$ cat src/rtl/cfg_loader_pkg.sv
package cfg_loader_pkg;

    typedef enum logic [3:0] {
        ST_IDLE,
        ST_PULSE,
        ST_WAIT_STAT,
        ST_ST2CK,
        ST_FETCH,
        ST_SETUP,
        ST_HIGH,
        ST_INIT_LO,
        ST_INIT_HI,
        ST_DONE
    } ldr_state_e;

    function automatic int unsigned max_u(input int unsigned a, input int unsigned b);
        return (a > b) ? a : b;
    endfunction

endpackage

$ cat src/rtl/cfg_tick_counter.sv
// Down counter reloaded on every state change; expired marks the last cycle
// of the current state's dwell.
module cfg_tick_counter #(
    parameter int W = 8
) (
    input  logic         clk,
    input  logic         rst_n,
    input  logic         load,
    input  logic [W-1:0] load_val,
    output logic         expired
);
    logic [W-1:0] cnt_q;

    always_ff @(posedge clk or negedge rst_n) begin
        if (!rst_n)            cnt_q <= '0;
        else if (load)         cnt_q <= load_val;
        else if (cnt_q != '0)  cnt_q <= cnt_q - 1'b1;
    end

    assign expired = (cnt_q == '0);
endmodule

$ cat src/rtl/cfg_event_counter.sv
// Up counter with synchronous clear; clear wins over increment.
module cfg_event_counter #(
    parameter int W = 4
) (
    input  logic         clk,
    input  logic         rst_n,
    input  logic         clr,
    input  logic         inc,
    output logic [W-1:0] count
);
    always_ff @(posedge clk or negedge rst_n) begin
        if (!rst_n)    count <= '0;
        else if (clr)  count <= '0;
        else if (inc)  count <= count + 1'b1;
    end
endmodule

$ cat src/rtl/cfg_loader.sv
module cfg_loader
    import cfg_loader_pkg::*;
#(
    parameter int PULSE_CYC = 26,     // request low time (>= 500 ns at 50 MHz)
    parameter int STAT_TO_CYC = 12500, // status release timeout (230 us + margin)
    parameter int ST2CK_CYC = 100,    // guard from status high to first clock
    parameter int SETUP_CYC = 2,      // clock-low phase with data stable
    parameter int HOLD_CYC = 2,       // clock-high phase with data held
    parameter int INIT_CLKS = 300,    // extra clocks after done line rises
    parameter int MAX_RETRY = 3       // restarts allowed on a stream fault
) (
    input  logic       clk,
    input  logic       rst_n,
    input  logic       start_i,
    input  logic [7:0] src_data_i,
    input  logic       src_valid_i,
    output logic       src_ready_o,
    input  logic       dev_nstatus_i,
    input  logic       dev_done_i,
    output logic       cfg_req_n_o,
    output logic       dclk_o,
    output logic [7:0] data_o,
    output logic       data_oe_o,
    output logic       busy_o,
    output logic       done_o,
    output logic       err_o
);
    localparam int unsigned TMAX = max_u(max_u(PULSE_CYC, STAT_TO_CYC),
                                         max_u(ST2CK_CYC, max_u(SETUP_CYC, HOLD_CYC)));
    localparam int TW = max_u(1, $clog2(TMAX + 1));
    localparam int RW = max_u(1, $clog2(MAX_RETRY + 1));
    localparam int IW = max_u(1, $clog2(INIT_CLKS + 1));
    localparam int INIT_LAST = (INIT_CLKS > 0) ? INIT_CLKS - 1 : 0;

    ldr_state_e state_q, state_d;

    logic          tick_exp;
    logic          tick_load;
    logic [TW-1:0] tick_val;
    logic [RW-1:0] retry_cnt;
    logic [IW-1:0] init_cnt;
    logic          start_ev;
    logic          fault_ev;
    logic          timeout_ev;
    logic          take_byte;
    logic          streaming;
    logic          err_q;
    logic [7:0]    byte_q;

    // ---------------- event decode ----------------
    assign start_ev   = start_i && (state_q == ST_IDLE || state_q == ST_DONE);
    assign streaming  = (state_q == ST_ST2CK) || (state_q == ST_FETCH) ||
                        (state_q == ST_SETUP) || (state_q == ST_HIGH);
    assign fault_ev   = streaming && !dev_nstatus_i;
    assign timeout_ev = (state_q == ST_WAIT_STAT) && !dev_nstatus_i && tick_exp;
    assign take_byte  = src_ready_o && src_valid_i;

    // ---------------- next-state logic ----------------
    always_comb begin
        state_d = state_q;
        unique case (state_q)
            ST_IDLE, ST_DONE: begin
                if (start_i) state_d = ST_PULSE;
            end
            ST_PULSE: begin
                if (tick_exp) state_d = ST_WAIT_STAT;
            end
            ST_WAIT_STAT: begin
                if (dev_nstatus_i) state_d = ST_ST2CK;
                else if (tick_exp) state_d = ST_IDLE;
            end
            ST_ST2CK: begin
                if (tick_exp) state_d = ST_FETCH;
            end
            ST_FETCH: begin
                if (dev_done_i)       state_d = (INIT_CLKS > 0) ? ST_INIT_LO : ST_DONE;
                else if (src_valid_i) state_d = ST_SETUP;
            end
            ST_SETUP: begin
                if (tick_exp) state_d = ST_HIGH;
            end
            ST_HIGH: begin
                if (tick_exp) state_d = ST_FETCH;
            end
            ST_INIT_LO: begin
                if (tick_exp) state_d = ST_INIT_HI;
            end
            ST_INIT_HI: begin
                if (tick_exp)
                    state_d = (init_cnt == IW'(INIT_LAST)) ? ST_DONE : ST_INIT_LO;
            end
            default: state_d = ST_IDLE;
        endcase
        // a status fault overrides every streaming transition
        if (fault_ev)
            state_d = (retry_cnt == RW'(MAX_RETRY)) ? ST_IDLE : ST_PULSE;
    end

    // ---------------- state register ----------------
    always_ff @(posedge clk or negedge rst_n) begin
        if (!rst_n) state_q <= ST_IDLE;
        else        state_q <= state_d;
    end

    // ---------------- dwell timer ----------------
    assign tick_load = (state_d != state_q);

    always_comb begin
        unique case (state_d)
            ST_PULSE:               tick_val = TW'(PULSE_CYC - 1);
            ST_WAIT_STAT:           tick_val = TW'(STAT_TO_CYC - 1);
            ST_ST2CK:               tick_val = TW'(ST2CK_CYC - 1);
            ST_SETUP, ST_INIT_LO:   tick_val = TW'(SETUP_CYC - 1);
            ST_HIGH, ST_INIT_HI:    tick_val = TW'(HOLD_CYC - 1);
            default:                tick_val = '0;
        endcase
    end

    cfg_tick_counter #(.W(TW)) tick_i (
        .clk      (clk),
        .rst_n    (rst_n),
        .load     (tick_load),
        .load_val (tick_val),
        .expired  (tick_exp)
    );

    // ---------------- retry and init-clock counters ----------------
    cfg_event_counter #(.W(RW)) retry_i (
        .clk   (clk),
        .rst_n (rst_n),
        .clr   (start_ev),
        .inc   (fault_ev && (retry_cnt != RW'(MAX_RETRY))),
        .count (retry_cnt)
    );

    cfg_event_counter #(.W(IW)) initclk_i (
        .clk   (clk),
        .rst_n (rst_n),
        .clr   (state_q == ST_FETCH),
        .inc   ((state_q == ST_INIT_HI) && tick_exp),
        .count (init_cnt)
    );

    // ---------------- byte and error registers ----------------
    always_ff @(posedge clk or negedge rst_n) begin
        if (!rst_n)         byte_q <= '0;
        else if (take_byte) byte_q <= src_data_i;
    end

    always_ff @(posedge clk or negedge rst_n) begin
        if (!rst_n)                      err_q <= 1'b0;
        else if (start_ev)               err_q <= 1'b0;
        else if (fault_ev || timeout_ev) err_q <= 1'b1;
    end

    // ---------------- Moore outputs ----------------
    always_comb begin
        cfg_req_n_o = 1'b1;
        dclk_o      = 1'b0;
        data_oe_o   = 1'b0;
        busy_o      = 1'b1;
        done_o      = 1'b0;
        src_ready_o = 1'b0;
        unique case (state_q)
            ST_IDLE:      busy_o = 1'b0;
            ST_DONE: begin
                busy_o = 1'b0;
                done_o = 1'b1;
            end
            ST_PULSE:     cfg_req_n_o = 1'b0;
            ST_WAIT_STAT: ;
            ST_ST2CK:     data_oe_o = 1'b1;
            ST_FETCH: begin
                data_oe_o   = 1'b1;
                src_ready_o = dev_nstatus_i && !dev_done_i;
            end
            ST_SETUP, ST_INIT_LO: data_oe_o = 1'b1;
            ST_HIGH, ST_INIT_HI: begin
                data_oe_o = 1'b1;
                dclk_o    = 1'b1;
            end
            default: busy_o = 1'b0;
        endcase
    end

    assign data_o = data_oe_o ? byte_q : 8'h00;
    assign err_o  = err_q;

endmodule

$ cat config.mk
export PLATFORM = sky130hd
export DESIGN_NAME = cfg_loader
export DESIGN_NICKNAME = d
export VERILOG_FILES = /design/src/rtl/cfg_loader_pkg.sv /design/src/rtl/cfg_tick_counter.sv /design/src/rtl/cfg_event_counter.sv /design/src/rtl/cfg_loader.sv
export SDC_FILE = /design/constraint.sdc
export NUM_CORES = 1
export LEC_CHECK = 0
export ABC_CLOCK_PERIOD_IN_PS = 4100
export BUFFER_PORTS_ARGS = -buffer_cell sky130_fd_sc_hd__buf_2
export CAP_MARGIN = 20
export CELL_PAD_IN_SITES_DETAIL_PLACEMENT = 0
export CELL_PAD_IN_SITES_GLOBAL_PLACEMENT = 1
export CORE_MARGIN = 1
export CORE_UTILIZATION = 45
export DETAILED_ROUTE_END_ITERATION = 10
export PLACE_DENSITY_LB_ADDON = 0.1
export SETUP_SLACK_MARGIN = 0.5
export SLEW_MARGIN = 20
export SYNTH_ARGS = -nofsm -noshare
export SYNTH_HDL_FRONTEND = slang
export SYNTH_HIERARCHICAL = 1
export SYNTH_SLANG_ARGS = --single-unit
$ cat constraint.sdc
create_clock -name clk -period 4.1 [get_ports clk]
set_clock_uncertainty 0.15 [all_clocks]
set_input_delay 0.82 -clock clk [delete_from_list [all_inputs] [get_ports clk]]
set_output_delay 0.82 -clock clk [all_outputs]
set_load 0.05 [all_outputs]
# Word-level counts from Yosys, hierarchy flattened
# Cells that the tools add are included.
# word_totals
out_inout_bits	15
elab_cells	87
reg_bits	38
inputBits	14
# classes
eq_ne	20
mux	30
addsub	3
reduce_logical	28
# op_table
cell	count
14-bit case mux with 4 select lines	1
4-bit two-way mux	12
4-bit case mux with 8 select lines	1
4-bit by 3-bit == test with 1-bit output (second input constant)	7
14-bit two-way mux	2
9-bit two-way mux	2
4-bit by 2-bit == test with 1-bit output (second input constant)	4
14-bit logical NOT	1
14-bit nonzero test	1
14-bit by 1-bit subtractor with 14-bit output (second input constant)	1
4-bit == test (second input constant)	3
9-bit by 1-bit adder with 9-bit output (second input constant)	1
9-bit == test (second input constant)	1
1-bit two-way mux	9
4-bit by 1-bit == test with 1-bit output (second input constant)	2
1-bit logical AND	8
8-bit two-way mux	1
2-bit nonzero test	4
8-bit OR reduction	1
2-bit OR reduction	3
6-bit OR reduction	1
1-bit logical OR	5
4-bit logical NOT	1
2-bit two-way mux	2
6 further kinds	7

# Depth between registers and ports, before layout
# depth
depth_word	10
ltp_mapped	15

# Hierarchy
# The synthesis kept the hierarchy.
# by_module_without_submodules
mod	instances	seq_area_each_um2	cells_per_inst	area_each_um2
cfg_loader	1	325.3	133	1142.3
cfg_tick_counter	1	350.3	77	825.8
cfg_event_counter (initclk_i)	1	225.2	43	459.2
cfg_event_counter (retry_i)	1	50.0	7	88.8

# Worst setup path before layout
# No wires, ideal clock.
# synth_path
path_type	register to register
start	reg tick_i.cnt_q[0]
end	reg tick_i.cnt_q[1]
path_buffers	2
setup_slack_ps	709
path_stages_with_launch	15
t_required_ps	3821
arrival_time_ps	3113
setup_ps	129
path_cell_list	dfrtp_1 > inv_1 > ha_1 > nor3b_4 > and4_1 > buf_4 > or3b_2 > a211oi_1 > a221o_1 > a21oi_4 > xnor2_1 > a2111o_1 > clkbuf_1 > nor3b_1 > a211oi_2
# synth_lines
item	line	source
start: declaration	cfg_tick_counter.sv:12	logic [W-1:0] cnt_q;
start signal: assignment	cfg_tick_counter.sv:16	else if (load) cnt_q <= load_val;
start signal: assignment	cfg_tick_counter.sv:17	else if (cnt_q != '0) cnt_q <= cnt_q - 1'b1;
14-bit logical NOT *	cfg_tick_counter.sv:20	assign expired = (cnt_q == '0);
named net tick_exp	cfg_loader.sv:37	logic tick_exp;
4-bit two-way mux	cfg_loader.sv:70	else if (tick_exp) state_d = ST_IDLE;
4-bit two-way mux	cfg_loader.sv:69	if (dev_nstatus_i) state_d = ST_ST2CK;
4-bit case mux with 8 select lines *	cfg_loader.sv:61	unique case (state_q)
4-bit two-way mux *	cfg_loader.sv:95	if (fault_ev)
4-bit != test *	cfg_loader.sv:106	assign tick_load = (state_d != state_q);
named net tick_load	cfg_loader.sv:38	logic tick_load;
14-bit two-way mux or 2-bit nonzero test (tied branches)	-	
# Mark *: on every way through the listed nets, which the timed path passes. The rest lies on a longest branch. The select of a mux whose other input is x is not followed.
# A chain may end at the register's enable or synchronous reset.

# Final worst setup path
# layout_path
start	reg tick_i.cnt_q[0]
end	reg tick_i.cnt_q[2]
# Same word-level chain as after synthesis.

==> metrics <==
status=finished, final reports clean; Comb pwr share=58.3%; DR DRC count=0; first-pass GRT wire length=~9.0 mm; Antenna diodes=0; Final ANT Viol Nets=0; R2R Path Start=tick_i/cnt_q[0]$_DFFE_PN0P_; Peak supply drop=between 600 and 700 uV; Hold Fails Final Rpt=0; sw power=between 0.0009 and 0.001 W; fill count=~500; number of buffers created by CTS=5; clock share of power=between 10% and 20%; Setup WS post-layout=between 0.6 and 0.7 ns; DP HPWL=3.72 mm; Leak=about 1.3 nW; post-synthesis sequential area ratio=37.8%; CP startpoint=tick_i/cnt_q[0]$_DFFE_PN0P_; setup TNS=0 ns; vias in the first global route=between 1500 and 2000; Post-synth EDFFs=0; # clock sinks=38; largest net degree at the start of global routing=39; top_reg_cell synth=dfrtp_1; Top Ports=29; Post-CTS Hold Buffers=0; fraction of the mapped netlist area in compound gates=19.0%; final slew viol count=0; Placeable Area=0.00524 mm2; pwr/cell area=~730 mW/mm2; DIE HEIGHT=approximately 77 um; clock root cell=clkbuf_8; sw frac=44.4%; Crit Path Max Fanout=8; Max-cap violations=0; Post-Synth Adder-Cell Area=less than 1%; Avg Inst Size Synth=slightly below 10 um2; Post-layout nets=between 300 and 400; TritonCTS clock tree=yes; Warnings, synthesis=6; Worst Path Arrival=~3.5 ns; DRT iter0 DRCs=~130; CP Data Required Time=4.14 ns; Vias/cell=between 5 and 6; pre-CTS setup slack=0.433 ns; GRT Util Overall=roughly a fifth; post-synthesis mux area share=under 10%; asr flop ratio synth=100%; area grow syn2layout=13.6%; vias post-DR=2016; Syn Inst Count=260; antenna violations before repair=0; DIE AREA=between 0.005 and 0.006 mm2; later-pin clock latency in the skew report=around 0.29 ns; post-layout min period=between 3 and 4 ns; main combinational cell family by area after synthesis=simple AND/OR/NAND/NOR gates; first-pass iteration count of the detailed router=4; H-tree depth=2; gr ovfl total=0; gpl congestion=just over 0.8; leading cell type in the layout, fill and taps excluded=dfrtp_1; WL/cell=14.8 um; synthesized cell area=between 0.002 and 0.003 mm2; Setup violations, final=0; Initial Utilization=48.0%; std cell rows=26; worst slew pin tran=0.876 ns; Total Routed Length=5.44 mm; most frequent cells in the layout=38 x dfrtp_1, 28 x buf_2, 22 x nor2_1; Reg power frac=between 20% and 30%; PortBufs=28; relative max-transition margin=between 40% and 50%; critical hold path startpoint=byte_q[5]$_DFFE_PN0P_; clock-pin slew on the worst setup and hold paths=~0.08 ns; Peak Freq=~0.29 GHz; layout cells sized above 1=approximately a quarter; startpoint type of the worst setup path=flip-flop; HP Class=reg2reg; critical path endpoint category=flip-flop; Yosys reg bits=38; RSZ-0062 raised after global routing=true; fin crit share=85.0%; Die X=roughly 77 um; Post-Synth Simple-Gate Area=~25%; library cells used by synthesis=68; Int Pwr=about 0.0012 W; Crit Path Class=reg2reg; Finished Core Util=54.6%; worst-case clock buffer depth=2; XOR/XNOR share of the synthesized area=under 10%
-- power groups by stage --
stage,registers [W],clock network [W],logic (W)
floorplan,0.000603,0,0.000904
global placement,0.000627,0,0.00108
detailed placement,0.000629,0,0.00109
CTS,0.000622,0.000258,0.00110
global route,0.000641,0.000278,0.00134
finish,0.000624,0.000250,0.00122
-- final timing paths --
| check | slack (ns) | cells past startpoint | endpoint |
|---|---|---|---|
| worst max register to register | 0.62 | 12 | tick_i/cnt_q[2]$_DFFE_PN0P_ |
| worst max-delay path | 0.62 | 12 | tick_i/cnt_q[2]$_DFFE_PN0P_ |
| min in group asynchronous | 0.49 | 1 | initclk_i/count[4]$_DFFE_PN0P_ |
| worst min-delay path | 0.35 | 1 | byte_q[5]$_DFFE_PN0P_ |
| worst min register to register | 0.35 | 1 | byte_q[5]$_DFFE_PN0P_ |
| max in group asynchronous | 2.76 | 1 | tick_i/cnt_q[10]$_DFFE_PN0P_ |
-- per-layer routing --
layer	global-route usage (%)	wire length (um)	vias up
met5	0	0	-
met3	3.93	144	9
met4	5.58	65	0
met1	24.8	2620	964
li1	-	-	1015
met2	32.9	2610	28
-- cell type report --
class                   instances  area (um2)  area share (%)
inverters                      12        45.0            1.58
well taps                      70        87.6            3.06
multi-input cells             200        1460            51.0
repair buffers                 41         238            8.32
clock buffers                   5        68.8            2.41
clock inverters                 2        10.0           0.350
flip-flops and latches         38         951            33.3
-- stage by stage --
step           instance area (um2)  hold WS (ns)  power [W]  instances
2_1_floorplan                 2530         0.306    0.00151        264
3_3_place_gp                  2720         0.317    0.00171        355
3_5_place_dp                  2720         0.337    0.00172        355
4_1_cts                       2800         0.355    0.00198        362
5_1_grt                       2860         0.360    0.00226        368
6_report                      2860         0.348    0.00209        368
-- sequential cells by signal, summed over array words and instances, names as in the netlist --
signal / cells
tick_i/cnt_q: 14
retry_i/count: 2
byte_q: 8
state_q: 4
initclk_i/count: 9
err_o: 1
-- synthesized netlist by cell type, types with 2 or more instances --
master / instances / area (um2)
a311oi_1: 3 / 26.3
ha_1: 2 / 25.0
buf_6: 3 / 33.8
xor2_1: 6 / 52.6
mux2_2: 7 / 78.8
dfrtp_1: 38 / 951
nor2b_1: 6 / 37.5
clkbuf_1: 3 / 11.3
a22o_1: 8 / 70.1
o31ai_1: 9 / 67.6
nor3b_1: 2 / 15.0
inv_1: 12 / 45.0
a21oi_1: 11 / 55.1
nand3_1: 4 / 20.0
o21a_1: 2 / 15.0
or4_1: 3 / 22.5
nand4_1: 3 / 18.8
xnor2_1: 16 / 140
a41oi_1: 2 / 17.5
nand3b_1: 4 / 30.0
buf_4: 3 / 22.5
buf_2: 6 / 30.0
nor4b_2: 2 / 30.0
o21ai_0: 5 / 25.0
nor4_2: 2 / 25.0
nor3_1: 5 / 25.0
nand2_1: 16 / 60.1
nand2b_1: 5 / 31.3
and2_1: 10 / 62.6
nor4_1: 2 / 12.5
nor2_1: 22 / 82.6
a221o_1: 2 / 20.0
-- timing repair --
| action | 4_1_cts | 5_1_grt |
|---|---|---|
| gates cloned | 0 | 1 |
| buffers inserted | 0 | 5 |
| setup endpoints to repair | 11 | 15 |
| gates resized for setup | 2 | 4 |
| pin swaps | 0 | 1 |
-- worst max-delay path, cell delays in order (launching register included) --
cell and delay (ns):
dfrtp_1 0.40, inv_1 0.10, ha_1 0.19, nor3b_4 0.30
and4_4 0.33, nand2b_1 0.12, o31ai_1 0.07, a221o_1 0.36
a21oi_4 0.22, xnor2_1 0.13, a2111o_2 0.56, buf_4 0.20
o31ai_1 0.25
-- cells by family after synthesis --
family / after synthesis
AOI/OAI and AO/OA: 60
xor gates and xnor gates: 22
adders and majority gates: 2
buffers and inverters: 27
DFF: 38
muxes: 9
other: 1
and+or+nand+nor: 101
Note: power is estimated with default switching activity, not from simulation.
